**src/rtl/awl_pkg.sv**
```systemverilog
package awl_pkg;
  localparam int unsigned ACT_LIMIT = 4;
  localparam int unsigned WIN_MAX   = 62;

  function automatic int unsigned cnt_width(int unsigned win_len);
    int unsigned top;
    top = (win_len > ACT_LIMIT) ? win_len : ACT_LIMIT;
    return $clog2(top + 1);
  endfunction
endpackage

```
**src/rtl/awl_rank_window.sv**
```systemverilog
module awl_rank_window #(
  parameter int unsigned WIN_LEN = 16,
  parameter int unsigned CW      = 5
) (
  input  logic          clk,
  input  logic          rst_n,
  input  logic          rec_i,
  output logic [CW-1:0] eff_cnt_o,
  output logic [CW-1:0] cnt_q_o
);
  logic [WIN_LEN-1:0] shift_q, shift_d;
  logic [CW-1:0]      cnt_q, cnt_d, eff_cnt;
  logic               upd_en;

  always_comb begin
    eff_cnt = cnt_q - CW'(shift_q[0]);
    shift_d = shift_q >> 1;
    cnt_d   = eff_cnt;
    if (rec_i) begin
      shift_d[WIN_LEN-1] = 1'b1;
      cnt_d              = eff_cnt + CW'(1);
    end
    upd_en = rec_i | (|shift_q);
  end

  always_ff @(posedge clk or negedge rst_n) begin
    if (!rst_n) begin
      shift_q <= '0;
      cnt_q   <= '0;
    end else if (upd_en) begin
      shift_q <= shift_d;
      cnt_q   <= cnt_d;
    end
  end

  assign eff_cnt_o = eff_cnt;
  assign cnt_q_o   = cnt_q;
endmodule

```
**src/rtl/awl_gate.sv**
```systemverilog
module awl_gate #(
  parameter int unsigned CW = 5
) (
  input  logic [CW-1:0] eff_cnt_i,
  output logic          ok_o
);
  import awl_pkg::*;
  assign ok_o = (32'(eff_cnt_i) < ACT_LIMIT);
endmodule

```
**src/rtl/act_window_limiter.sv**
```systemverilog
module act_window_limiter #(
  parameter int unsigned NUM_RANKS = 4,
  parameter int unsigned WIN_LEN   = 16
) (
  input  logic                 clk,
  input  logic                 rst_n,
  input  logic [NUM_RANKS-1:0] act_i,
  input  logic [NUM_RANKS-1:0] ref_i,
  output logic [NUM_RANKS-1:0] act_ok_o
);
  import awl_pkg::*;
  localparam int unsigned CW = cnt_width(WIN_LEN);

  logic [NUM_RANKS-1:0]         rec;
  logic [NUM_RANKS-1:0][CW-1:0] win_cnt;

  assign rec = act_i | ref_i;

  generate
    if (WIN_LEN == 0) begin : g_off
      assign act_ok_o = '1;
      assign win_cnt  = '0;
    end else begin : g_on
      for (genvar r = 0; r < NUM_RANKS; r++) begin : g_rank
        logic [CW-1:0] eff;
        awl_rank_window #(.WIN_LEN(WIN_LEN), .CW(CW)) win_i (
          .clk      (clk),
          .rst_n    (rst_n),
          .rec_i    (rec[r]),
          .eff_cnt_o(eff),
          .cnt_q_o  (win_cnt[r])
        );
        awl_gate #(.CW(CW)) gate_i (
          .eff_cnt_i(eff),
          .ok_o     (act_ok_o[r])
        );
      end
    end
  endgenerate
endmodule

```
**config.mk**
```make
export PLATFORM = sky130hd
export DESIGN_NAME = act_window_limiter
export DESIGN_NICKNAME = d
export VERILOG_FILES = /design/src/rtl/awl_pkg.sv /design/src/rtl/awl_rank_window.sv /design/src/rtl/awl_gate.sv /design/src/rtl/act_window_limiter.sv
export SDC_FILE = /design/constraint.sdc
export NUM_CORES = 1
export LEC_CHECK = 0
export ABC_AREA = 1
export ABC_CLOCK_PERIOD_IN_PS = 1500
export CELL_PAD_IN_SITES_DETAIL_PLACEMENT = 0
export CELL_PAD_IN_SITES_GLOBAL_PLACEMENT = 1
export CORE_MARGIN = 2
export CORE_UTILIZATION = 40
export DETAILED_ROUTE_END_ITERATION = 10
export PLACE_DENSITY = 0.81
export RECOVER_POWER = 100
export REMOVE_ABC_BUFFERS = 1
export SLEW_MARGIN = 20
export SYNTH_ARGS = -nofsm -noshare
export SYNTH_HDL_FRONTEND = slang
export SYNTH_SLANG_ARGS = --single-unit
```
**constraint.sdc**
```tcl
create_clock -name clk -period 1.5 [get_ports clk]
set_input_delay 0.225 -clock clk [delete_from_list [all_inputs] [get_ports clk]]
set_output_delay 0.225 -clock clk [all_outputs]
set_load 0.1 [all_outputs]
```
* Yosys cells after proc, flatten, opt, wreduce, memory -nomap -nowiden
Cells that the tools add are included.
** Word-level totals
- Latch bits :: 0
- Register bits :: 84
- Memories :: 0
- Memory bits (read-only) :: 0
- Input bits :: 10
- Memory bits (writable) :: 0
- Output and inout bits :: 4
** Operators by class
- Shift operators :: 0
- Bitwise logic cells :: 5
- Equality and inequality tests :: 0
- Divide/modulo/power cells :: 0
- Multiply operators :: 0
- Multiplexer cells :: 8
- Reduce and logical (&&, ||, !) cells :: 4
- $add $sub $neg :: 8
- $lt $le $gt $ge :: 4
** Operators by type and width (number)
- $reduce_or A16 Y1 :: 4
- $add A5 B1 Y5 const B :: 4
- $lt A5 B3 Y1 const B :: 4
- $mux W5 :: 4
- $sub A5 B1 Y5 :: 4
- $mux W1 :: 4
- $or A1 B1 Y1 :: 4
- $or A4 B4 Y4 :: 1

* Depth between registers and ports, before layout
- Depth in word-level cells :: 3
- Gate-level depth with buffers :: 11
- Gate-level depth less buffers :: 11

* Hierarchy
From an unflattened synthesis, not the netlist that was laid out.
** Unflattened totals
- Cells, all modules :: 448
- Area total of the unflattened synthesis :: 3803.6 sq um
** By module, submodules not included
- awl_rank_window :: instances 4, cells each 105, area an instance 922.1 sq um
- awl_gate :: instances 4, cells each 4, area an instance 17.5 sq um
- act_window_limiter :: instances 1, cells each 12, area an instance 45.0 sq um

* Least setup slack after synthesis
OpenSTA, ideal clock, no wires.
- Path kind :: reg2out
- Start point :: register g_on.g_rank[3].win_i.cnt_q[0]
- End point :: output port act_ok_o[3]
- Data required time :: 1275 ps
- Setup slack :: -30 ps
- Arrival :: 1305 ps
- Stages on the path, launching flop included :: 8
- Buffers on the path :: 1
- Cell sequence :: dfrtp_1 -> inv_1 -> ha_1 -> nand3_1 -> nand2_1 -> nand2_1 -> nor3_1 -> buf_4
** On the way
- Cells in the longest elaborated chain, start to end :: 2
** Ends and longest elaborated chain
- start: declaration :: RTL line awl_rank_window.sv:12 : logic [CW-1:0] cnt_q, cnt_d, eff_cnt;
- start signal: assignment :: RTL line awl_rank_window.sv:32 : cnt_q <= cnt_d;
- $sub A5 B1 Y5 :: RTL line awl_rank_window.sv:16 : eff_cnt = cnt_q - CW'(shift_q[0]);
- $lt A5 B3 Y1 :: RTL line awl_gate.sv:8 : assign ok_o = (32'(eff_cnt_i) < ACT_LIMIT);
- end: declaration :: RTL line act_window_limiter.sv:9 : output logic [NUM_RANKS-1:0] act_ok_o
Every way passes these cells.

* Worst setup path after layout
- Start point :: register g_on.g_rank[3].win_i.shift_q[0]
- End point :: output port act_ok_o[3]
** On the way
- Cells in the longest elaborated chain, start to end :: 2
** Ends and longest elaborated chain
- start: declaration :: RTL line awl_rank_window.sv:11 : logic [WIN_LEN-1:0] shift_q, shift_d;
- start signal: assignment :: RTL line awl_rank_window.sv:31 : shift_q <= shift_d;
- $sub A5 B1 Y5 :: RTL line awl_rank_window.sv:16
- $lt A5 B3 Y1 :: RTL line awl_gate.sv:8
Every way passes these cells.

==> results.ini <==
[run_status]
status=finished, violations left
failed_checks=setup timing

[grt]
grt_pass1_wl_mm=11.6
track_usage_pct=14.3
gr-total-overflow=0
antenna_found_initial=0
grt_pass1_vias=2661
grt_max_degree=85

[worst_setup_path]
r2r_slack_ps=-200
critPathMaxFanout=3
cp.arrival_ps=1680
required_ps=1270
cp-startpoint=g_on.g_rank[3].win_i.shift_q[0]
startpoint_type=flop
crit_path_end_kind=output port
r2r-end=g_on.g_rank[3].win_i.cnt_q_o[3]
crit_type=reg2out
rr_startpoint=g_on.g_rank[3].win_i.shift_q[0]
ff2ff_path_depth=11

[place]
io_buffers=13
gp_congestion=0.821
dp_cells=564
dp_hpwl_mm=4.36
dp_slack_ps=-108

[pwr]
p_leak_nw=2.14
vdd_drop_max_mv=0.644
finalPower_mw=9.38
p_per_area_mw_per_mm2=1920

[timing]
fin_crit_sh_pct=127
setup_viol=16
relSlewSlack_pct=50.8
fin_skew_ps=10.6
final_period_minus_worst_setup_slack_ps=1900
whs_ps=378
rsz0062_at_grt=true
final_max_slew_viol_count=0
finalSetupTns_ps=-2600
worstMarginPinSlew_ps=737
fin_ws_ps=-402
fmax_ghz=0.526
finalHoldViolations=0

[cts]
htreeDepth=3
insertion_delay_ps=360
cts_tree=built
cts_max_path_buffers=2
numCtsBuffers=9
cts.sinks=84
clk_pin_slew_ps=90
root_buffer=clkbuf_8

[detailed_routing]
viasPerCell=4.64
top_layer=met4
wl_met2_mm=3.30
drt-pass1-iter-count=4
drtIter0Drc=91
drc=0
routed_wl_mm=7.00
vias=2776
wl_per_cell_um=11.7
wl_met3_um=190
ant_nets=0
route.layer.met1.wl_mm=3.39

[die]
initial_utilization_pct=41.4
dieWidth_um=102
die_h_um=102
num_rows=35
io_pins=14
die-area_sq_mm=0.0104
core_area_sq_mm=0.00928

[yosys]
yosys-top-cells-count=nand2_1, dfrtp_1, clkbuf_1
synth_warnings=0
async_flop_share_pct=100
netlist_area_sq_mm=0.00384
yosysUniqueCellTypes=22
ys_seq_elements=84
synth_most_common_cell=nand2_1
synth_area_leaders=dfrtp_1, nand2_1, clkbuf_1, nor2_1, nand3_1
synth_edf_count=0
synth_flop_cell=dfrtp_1
synth_top_cell_by_area=dfrtp_1
seq_area_frac_synth_pct=54.7
yosysTopAreaCellShare_pct=54.7
synth.avg_cell_area_sq_um=8.41
synthCells=457

[final_layout]
instances_no_fill=598
final_nets=486
syn2layout_area_growth_pct=27.1
fillers=864
drive_gt1_share_pct=30.1
diodes=0

[worst_hold_path]
min-delay-start=g_on.g_rank[1].win_i.shift_q[2]
worstHoldPathCells=0
hp-class=reg2reg
hold_end=g_on.g_rank[1].win_i.shift_q[1]

[job]
max_cap_violations=0

repair_timing:
action | 4_1_cts | 5_1_grt
endpoints found under the hold margin | 84 | 0
setup endpoints to repair | 14 | 21
resized for setup | 57 | 39
hold buffers | 1 | 0
pin swaps | 39 | 36
buffers inserted | 13 | 9
how the worst max path moves through the flow:
stage                                                  to  depth (start not counted)
final                                         act_ok_o[3]                          9
after global routing                          act_ok_o[2]                          8
after CTS                                     act_ok_o[2]                          8
after detailed placement  g_on.g_rank[0].win_i.cnt_q_o[2]                          8
after global placement    g_on.g_rank[0].win_i.cnt_q_o[4]                          9
after floorplan                               act_ok_o[3]                          6
placed cells by master, fill, tap and decap left out, drive strengths merged:
master / instances
nor2: 65
bufinv: 3
xor2: 4
ha: 12
clkdlybuf4s50: 8
dfrtp: 84
inv: 38
o21ai: 11
nand4: 6
and2: 1
buf: 49
dlygate4sd3: 1
nor3: 8
clkinvlp: 1
nand3b: 6
or2: 1
nand2: 111
nand3: 43
clkbuf: 12
nor4: 3
clkinv: 2
critical path: stages (launching register included):
cell and delay (ps):
dfrtp_1 420, buf_6 130, ha_4 150, inv_2 60, nor2_4 40, nand2_2 60
nand2_2 60, nor3_2 100, buf_4 140, buf_12 160
logic make-up (layout without fill, tap and decap cells):
family,Yosys count,after routing,synth area share [%]
compound gates,11,11,1.43
fa+ha+maj,12,12,3.91
buf+inv,102,114,10.4
flops,84,84,54.7
xor+xnor,4,4,1.69
simple gates,244,244,27.9
metal layers:
metal | vias up | GRT usage, %
met3 | 11 | 3.42
met1 | 1340 | 18.7
met2 | 32 | 22.6
met5 | - | 0
li1 | 1393 | -
met4 | 0 | 6.67
registers in the layout (all words and copies together), names as in the netlist:
register,cells
g_on.g_rank.win_i.cnt_q_o,20
g_on.g_rank.win_i.shift_q,64
layout make-up:
cell class                 instances  area [sq um]  area share, %
timing repair buffer              60           557           11.4
tap                              129           161           3.31
clock buffer                      10           138           2.82
clock inverter                     6           111           2.28
sequential                        84          2110           43.2
inverter                          38           143           2.92
multi-input combinational        271          1660           34.1
where the power goes:
group,internal [mW],switching [mW]
registers,2.63,0.357
logic,2.04,2.38
clock network,1.15,0.820
per-stage QoR:
stage	instance area [sq um]	util [%]
after floorplan	3590	-
after global placement	4150	44.6
after detailed placement	4150	44.6
after CTS	4700	50.6
after global routing	4880	52.6
final	4880	52.6
(Power assumes the default switching activity.)
